File: config.mk
export PLATFORM = sky130hd
export DESIGN_NAME = irq_arbiter
export DESIGN_NICKNAME = d
export VERILOG_FILES = /design/src/rtl/irq_arb_pkg.sv /design/src/rtl/irq_pend_reg.sv /design/src/rtl/irq_level_sel.sv /design/src/rtl/irq_take_ctl.sv /design/src/rtl/irq_arbiter.sv
export SDC_FILE = /design/constraint.sdc
export NUM_CORES = 1
export LEC_CHECK = 0
export ABC_AREA = 0
export BUFFER_PORTS_ARGS = -buffer_cell sky130_fd_sc_hd__buf_2
export CELL_PAD_IN_SITES_DETAIL_PLACEMENT = 1
export CELL_PAD_IN_SITES_GLOBAL_PLACEMENT = 2
export CORE_ASPECT_RATIO = 0.7
export CORE_MARGIN = 2
export CORE_UTILIZATION = 29
export DETAILED_ROUTE_END_ITERATION = 10
export GPL_ROUTABILITY_DRIVEN = 1
export GPL_TIMING_DRIVEN = 0
export MAX_ROUTING_LAYER = met4
export PLACE_DENSITY = 0.95
export SYNTH_ARGS = -nofsm -noshare
export SYNTH_HDL_FRONTEND = slang
export SYNTH_HIERARCHICAL = 1
export SYNTH_SLANG_ARGS = --single-unit
File: constraint.sdc
create_clock -name clk_i -period 8.4 [get_ports clk_i]
set_input_delay 0.42 -clock clk_i [delete_from_list [all_inputs] [get_ports clk_i]]
set_output_delay 0.42 -clock clk_i [all_outputs]
set_load 0.01 [all_outputs]
File: src/rtl/irq_arb_pkg.sv
package irq_arb_pkg;
  typedef enum logic [1:0] {
    KIND_LEVEL = 2'd0,
    KIND_EDGE  = 2'd1,
    KIND_SOFT  = 2'd2,
    KIND_NMI   = 2'd3
  } line_kind_e;
endpackage

File: src/rtl/irq_pend_reg.sv
module irq_pend_reg #(
  parameter int N_LINES = 32
) (
  input  logic               clk_i,
  input  logic               rst_ni,
  input  logic [N_LINES-1:0] irq_i,
  input  logic [N_LINES-1:0] is_lvl_i,
  input  logic [N_LINES-1:0] is_edge_i,
  input  logic [N_LINES-1:0] is_soft_i,
  input  logic [N_LINES-1:0] is_nmi_i,
  input  logic               sw_set_i,
  input  logic               sw_clr_i,
  input  logic [N_LINES-1:0] sw_data_i,
  input  logic               nmi_taken_i,
  output logic [N_LINES-1:0] pend_o
);
  logic [N_LINES-1:0] irq_q, pend_q, rise, set_v, clr_v;

  assign rise  = irq_i & ~irq_q;
  assign set_v = ((is_edge_i | is_nmi_i) & rise)
               | (is_soft_i & {N_LINES{sw_set_i}} & sw_data_i);
  assign clr_v = ((is_edge_i | is_soft_i) & {N_LINES{sw_clr_i}} & sw_data_i)
               | (is_nmi_i & {N_LINES{nmi_taken_i}});

  always_ff @(posedge clk_i or negedge rst_ni) begin
    if (!rst_ni) begin
      irq_q  <= '0;
      pend_q <= '0;
    end else begin
      irq_q  <= irq_i;
      // set after clear: a fresh edge beats a clear on the same bit
      pend_q <= ((pend_q & ~clr_v) | set_v) & ~is_lvl_i;
    end
  end

  assign pend_o = (is_lvl_i & irq_i) | pend_q;
endmodule

File: src/rtl/irq_level_sel.sv
module irq_level_sel #(
  parameter int N_LINES       = 32,
  parameter int N_MASK_LEVELS = 6,
  parameter bit HAVE_NMI      = 1'b1,
  parameter int LVL_W         = 3
) (
  input  logic [N_LINES-1:0]       pend_i,
  input  logic [N_LINES-1:0]       enable_i,
  input  logic [N_LINES-1:0]       is_nmi_i,
  input  logic [N_LINES*LVL_W-1:0] line_level_i,
  output logic [LVL_W-1:0]         pend_level_o
);
  localparam int NMI_LVL = N_MASK_LEVELS + 1;

  logic [N_LINES-1:0] nmi_ok, act;
  logic [NMI_LVL:0]   hit;

  assign nmi_ok = HAVE_NMI ? is_nmi_i : '0;
  assign act    = pend_i & (enable_i | nmi_ok);
  assign hit[0] = 1'b0;

  for (genvar l = 1; l <= NMI_LVL; l++) begin : g_lvl
    logic [N_LINES-1:0] member;
    for (genvar i = 0; i < N_LINES; i++) begin : g_line
      if (l == NMI_LVL) begin : g_nmi
        assign member[i] = nmi_ok[i];
      end else begin : g_mask
        assign member[i] = ~is_nmi_i[i] &&
                           (line_level_i[i*LVL_W +: LVL_W] == LVL_W'(l));
      end
    end
    assign hit[l] = |(act & member);
  end

  always_comb begin
    pend_level_o = '0;
    for (int l = 1; l <= NMI_LVL; l++) begin
      if (hit[l]) pend_level_o = LVL_W'(l);
    end
  end
endmodule

File: src/rtl/irq_take_ctl.sv
module irq_take_ctl #(
  parameter int N_MASK_LEVELS = 6,
  parameter bit HAVE_NMI      = 1'b1,
  parameter int EXCM_LEVEL    = 3,
  parameter int LVL_W         = 3,
  parameter int CAUSE_W       = 6,
  parameter int L1_CAUSE      = 4
) (
  input  logic               clk_i,
  input  logic               rst_ni,
  input  logic [LVL_W-1:0]   pend_level_i,
  input  logic [LVL_W-1:0]   ps_intlevel_i,
  input  logic               ps_excm_i,
  output logic               take_o,
  output logic [LVL_W-1:0]   take_level_o,
  output logic [LVL_W-1:0]   vec_idx_o,
  output logic               nmi_take_o,
  output logic               stat_upd_o,
  output logic [LVL_W-1:0]   stat_intlevel_o,
  output logic               stat_excm_o,
  output logic               cause_vld_o,
  output logic [CAUSE_W-1:0] cause_o
);
  localparam logic [LVL_W-1:0] NMI_V  = LVL_W'(N_MASK_LEVELS + 1);
  localparam logic [LVL_W-1:0] CAP_V  = LVL_W'(N_MASK_LEVELS);
  localparam logic [LVL_W-1:0] EXCM_V = LVL_W'(EXCM_LEVEL);
  localparam logic [LVL_W-1:0] MAXM_V = LVL_W'(N_MASK_LEVELS);

  logic [LVL_W-1:0] cur_lvl, cap_lvl;
  logic             is_nmi_lvl, can_take, take_q;

  always_comb begin
    cur_lvl = ps_intlevel_i;
    if (ps_excm_i && EXCM_V > cur_lvl) cur_lvl = EXCM_V;
    cap_lvl = (cur_lvl > CAP_V) ? CAP_V : cur_lvl;
  end

  assign is_nmi_lvl = HAVE_NMI && (pend_level_i == NMI_V);
  assign can_take   = is_nmi_lvl ||
                      (pend_level_i != '0 && pend_level_i > cap_lvl &&
                       pend_level_i <= MAXM_V);
  // one idle cycle after a take lets the core load the new status
  assign take_o       = can_take && !take_q;
  assign take_level_o = pend_level_i;
  assign vec_idx_o    = (pend_level_i > LVL_W'(1)) ? pend_level_i : '0;
  assign nmi_take_o   = take_o && is_nmi_lvl;

  always_ff @(posedge clk_i or negedge rst_ni) begin
    if (!rst_ni) begin
      take_q          <= 1'b0;
      stat_upd_o      <= 1'b0;
      stat_intlevel_o <= '0;
      stat_excm_o     <= 1'b0;
      cause_vld_o     <= 1'b0;
    end else begin
      take_q      <= take_o;
      stat_upd_o  <= take_o;
      cause_vld_o <= take_o && (pend_level_i == LVL_W'(1));
      if (take_o) begin
        stat_intlevel_o <= (pend_level_i > LVL_W'(1)) ? pend_level_i : ps_intlevel_i;
        stat_excm_o     <= 1'b1;
      end
    end
  end

  assign cause_o = cause_vld_o ? CAUSE_W'(L1_CAUSE) : '0;
endmodule

File: src/rtl/irq_arbiter.sv
module irq_arbiter #(
  parameter int N_LINES       = 32,
  parameter int N_MASK_LEVELS = 6,
  parameter bit HAVE_NMI      = 1'b1,
  parameter int EXCM_LEVEL    = 3,
  parameter int CAUSE_W       = 6,
  parameter int L1_CAUSE      = 4,
  localparam int LVL_W        = $clog2(N_MASK_LEVELS + 2)
) (
  input  logic                     clk_i,
  input  logic                     rst_ni,
  input  logic [N_LINES-1:0]       irq_i,
  input  logic [2*N_LINES-1:0]     line_kind_i,
  input  logic [N_LINES*LVL_W-1:0] line_level_i,
  input  logic [N_LINES-1:0]       int_enable_i,
  input  logic [LVL_W-1:0]         ps_intlevel_i,
  input  logic                     ps_excm_i,
  input  logic                     sw_set_i,
  input  logic                     sw_clr_i,
  input  logic [N_LINES-1:0]       sw_data_i,
  output logic [LVL_W-1:0]         pend_level_o,
  output logic                     take_o,
  output logic [LVL_W-1:0]         take_level_o,
  output logic [LVL_W-1:0]         vec_idx_o,
  output logic                     stat_upd_o,
  output logic [LVL_W-1:0]         stat_intlevel_o,
  output logic                     stat_excm_o,
  output logic                     cause_vld_o,
  output logic [CAUSE_W-1:0]       cause_o
);
  import irq_arb_pkg::*;

  logic [N_LINES-1:0] is_lvl, is_edge, is_soft, is_nmi, pend;
  logic               nmi_take;

  for (genvar i = 0; i < N_LINES; i++) begin : g_kind
    line_kind_e k;
    assign k          = line_kind_e'(line_kind_i[2*i +: 2]);
    assign is_lvl[i]  = (k == KIND_LEVEL);
    assign is_edge[i] = (k == KIND_EDGE);
    assign is_soft[i] = (k == KIND_SOFT);
    assign is_nmi[i]  = (k == KIND_NMI);
  end

  irq_pend_reg #(.N_LINES(N_LINES)) u_pend (
    .clk_i       (clk_i),
    .rst_ni      (rst_ni),
    .irq_i       (irq_i),
    .is_lvl_i    (is_lvl),
    .is_edge_i   (is_edge),
    .is_soft_i   (is_soft),
    .is_nmi_i    (is_nmi),
    .sw_set_i    (sw_set_i),
    .sw_clr_i    (sw_clr_i),
    .sw_data_i   (sw_data_i),
    .nmi_taken_i (nmi_take),
    .pend_o      (pend)
  );

  irq_level_sel #(
    .N_LINES(N_LINES), .N_MASK_LEVELS(N_MASK_LEVELS),
    .HAVE_NMI(HAVE_NMI), .LVL_W(LVL_W)
  ) u_sel (
    .pend_i       (pend),
    .enable_i     (int_enable_i),
    .is_nmi_i     (is_nmi),
    .line_level_i (line_level_i),
    .pend_level_o (pend_level_o)
  );

  irq_take_ctl #(
    .N_MASK_LEVELS(N_MASK_LEVELS), .HAVE_NMI(HAVE_NMI), .EXCM_LEVEL(EXCM_LEVEL),
    .LVL_W(LVL_W), .CAUSE_W(CAUSE_W), .L1_CAUSE(L1_CAUSE)
  ) u_take (
    .clk_i           (clk_i),
    .rst_ni          (rst_ni),
    .pend_level_i    (pend_level_o),
    .ps_intlevel_i   (ps_intlevel_i),
    .ps_excm_i       (ps_excm_i),
    .take_o          (take_o),
    .take_level_o    (take_level_o),
    .vec_idx_o       (vec_idx_o),
    .nmi_take_o      (nmi_take),
    .stat_upd_o      (stat_upd_o),
    .stat_intlevel_o (stat_intlevel_o),
    .stat_excm_o     (stat_excm_o),
    .cause_vld_o     (cause_vld_o),
    .cause_o         (cause_o)
  );
endmodule

==> key figures <==
Floorplan
  • Die height: 134 µm
  • Site Rows: 47
  • Die ar.: 25,400 µm²
  • Core Area: 23,700 µm²
  • Io pins: 286
  • Initial Util: 0.296
  • DIE WIDTH: 190 µm

Hold path
  • Hold Crit Class: in2async

Pwr
  • Gate power share: 0.375
  • Clock network power share: 0.318
  • Sequential power share: 0.307
  • Total power: 1270 µW
  • Pwr/cell area: 138 nW/µm²
  • Net Sw Frac: 0.365
  • P_sw: 464 µW
  • P_int: 807 µW
  • Leak pwr: 0.00415 µW
  • Worst vdd ir: 0.0958 mV

Timing
  • Post-Route Setup TNS: 0 ps
  • Final Hold Vio Count: 0
  • Max Slew Vio Count: 0
  • Max Freq: 186 MHz
  • RSZ-0062 raised after global routing: false
  • Fin Hold WS: 21.8 ps
  • Relative max-transition margin: 0.265
  • Worst clock skew: 7.84 ps
  • Final setup violating endpoints: 0
  • Crit share post-route: 0.638
  • Min Tclk post-route: 5360 ps
  • Tightest Pin Transition: 1090 ps

Yosys
  • Post-synthesis cell type count: 67
  • Mapped Area: 7010 µm²
  • EDFF count, synth: 0
  • Main area contributors after synthesis: dfrtp_1, and2b_2, o211ai_1
  • Synth Area per Inst: 8.04 µm²
  • Register area share after synthesis: 0.250
  • Asr flop ratio synth: 1.00
  • Syn Inst Count: 872
  • Top cell type's share of synthesized area: 0.250
  • Synth warnings: 6
  • Main flop type after synthesis: dfrtp_1
  • Number of synthesized register bits: 70
  • Yosys top cell by area: dfrtp_1

Cells and area
  • Most frequent standard cell in the layout excluding fill and tap cells: buf_2
  • Area Overhead vs Synth: 31.4%
  • Most frequent cells in the layout: buf_2, nand3_1, nor2_1, dfrtp_1, o211ai_1
  • Non-Filler Instances: 1,516
  • NumNets Final: 1,435
  • Layout cell share with drive strength beyond 1: 0.359
  • Design Area, Final: 9210 µm²

Place
  • Post-DP HPWL: 30.5 mm
  • RePlAce Congestion: 0.994
  • Dpl cell area: 8840 µm²
  • IO Port Bufs: 280
  • Placed Instances: 1,475

Critical path
  • Crit path cell chain: a21o_1 > nand4b_1 > nor2_1 > a211oi_1 > o311ai_0 > nor4_1 > nor2_1 > o31ai_1 > inv_1 > ha_1 > a311oi_2 > o311ai_4 > or2b_1 > buf_2
  • Crit Path Class: reg2out
  • Crit end category: output pin
  • Critical path's largest stage delay: 760 ps
  • Top cell by count, worst path: nor2_1
  • CP Max Fanout: 5
  • Data required, critical path: 7980 ps
  • Worst path bufs/invs: 2
  • Critical path arrival: 4940 ps
  • Startpoint Class: register
  • Worst path top cell family by delay: compound AO/OA/AOI/OAI gates
  • Slowest cell on the critical path: o31ai_1

Route
  • Remaining antenna violation count after routing: 0
  • WL final: 35.5 mm
  • Per-cell routed wire length: 23.4 µm
  • DRC viols: 0
  • Vias per cell: 5.60
  • Via count: 8,494
  • Initial DRC count: 578
  • Drt pass-1 iters: 5

Global route
  • Total routing usage reported by global routing: 0.284
  • First-pass GRT wire length: 51.7 mm
  • Largest net degree at the start of global routing: 38
  • GRT Residual Overflow: 0
  • Initial antenna violation count: 19
  • Vias in the first global route: 8,552

Clock tree
  • Worst skew pair latency: 360 ps
  • CTS tree: built
  • Clk sinks: 70
  • Hold-fix buffers, CTS: 0
  • Post-CTS Setup Bufs: 0
  • Max clock buf depth: 2
  • Clock Pin Slew Worst Setup and Hold Paths: 60 ps
  • Root Buffer: clkbuf_16
  • PostCTS Resize Cnt: 0
  • TritonCTS Buffers: 9
  • H-tree levels: 3

Run
  • Max cap viols: 0

Status
  • Status: complete, no violations
stage by stage:
step	setup WS (ps)	utilization
5_1_grt	2740	0.388
4_1_cts	3000	0.386
2_1_floorplan	4210	-
3_5_place_dp	3160	0.373
3_3_place_gp	3220	0.372
6_report	3040	0.389
worst paths after layout:
check / end / depth (start not counted) / slack [ps] / start
worst max-delay path: take_o / 14 / 3040 / u_pend/pend_q[7]
worst min-delay path: u_pend/irq_q[31] / 1 / 20 / rst_ni
worst max register to register: u_pend/pend_q[17] / 14 / 3460 / u_pend/pend_q[7]
worst min register to register: u_take/stat_excm_o / 1 / 480 / u_take/stat_excm_o
max in group asynchronous: u_pend/irq_q[27] / 2 / 7770 / rst_ni
min in group clk_i: u_pend/irq_q[11] / 1 / 190 / irq_i[11]
cells in the mapped netlist (all sizes together) (2+ instances only):
cell type,n
a221oi,4
nand4,13
o22ai,9
o211ai,68
nor4bb,21
nor2b,4
or3b,3
a22oi,18
o32a,3
ha,3
a21oi,3
nor3b,23
o311ai,6
inv,48
nor4,11
a21o,32
nand4b,32
or4,4
a311oi,4
nand3,87
mux2i,3
dfrtp,70
nor3,30
nand2b,13
nor2,70
buf,18
nand4bb,6
and2b,64
nand2,64
a32oi,3
a22o,2
and2,33
and4bb,5
a31oi,35
o2111ai,2
and3,2
nand3b,22
or3,3
a211oi,3
o21ai,5
o32ai,8
sequential cells by signal, indices dropped and copies added (netlist names):
signal,cells
u_take/stat_excm_o,1
u_take/stat_intlevel_o,3
u_take/cause_vld_o,1
u_take/take_q,1
u_pend/irq_q,32
u_pend/pend_q,32
power by group through the flow:
stage | clock (µW) | combinational [µW] | sequential (µW)
after floorplan | 0 | 247 | 392
after global placement | 0 | 456 | 393
after detailed placement | 0 | 468 | 395
after CTS | 414 | 471 | 390
after global routing | 425 | 516 | 394
final | 404 | 477 | 390
routing by layer:
metal | global-route usage | share of wire | vias up
li1 | - | - | 3983
met1 | 0.373 | 0.47 | 4137
met2 | 0.427 | 0.43 | 345
met3 | 0.0911 | 0.089 | 29
met4 | 0.0629 | 0.011 | 0
met5 | - | 0 | -
cell type report:
class | count | area [µm²]
antenna | 25 | 62.6
buffer | 20 | 148
clock buffer | 13 | 260
clock inverter | 3 | 42.5
fill | 3016 | 14500
inverter | 48 | 180
multi-input combinational | 738 | 4940
sequential | 70 | 1750
tap | 318 | 398
timing repair buffer | 281 | 1420
kinds of logic after synthesis:
family                     share of synthesized area
and+or+nand+nor                                0.462
adders and majority gates                    0.00536
DFF                                            0.250
muxes                                        0.00429
AOI/OAI and AO/OA                              0.231
buffers and inverters                         0.0468
other                                       0.000535
Power figures use the tool's default switching activity.
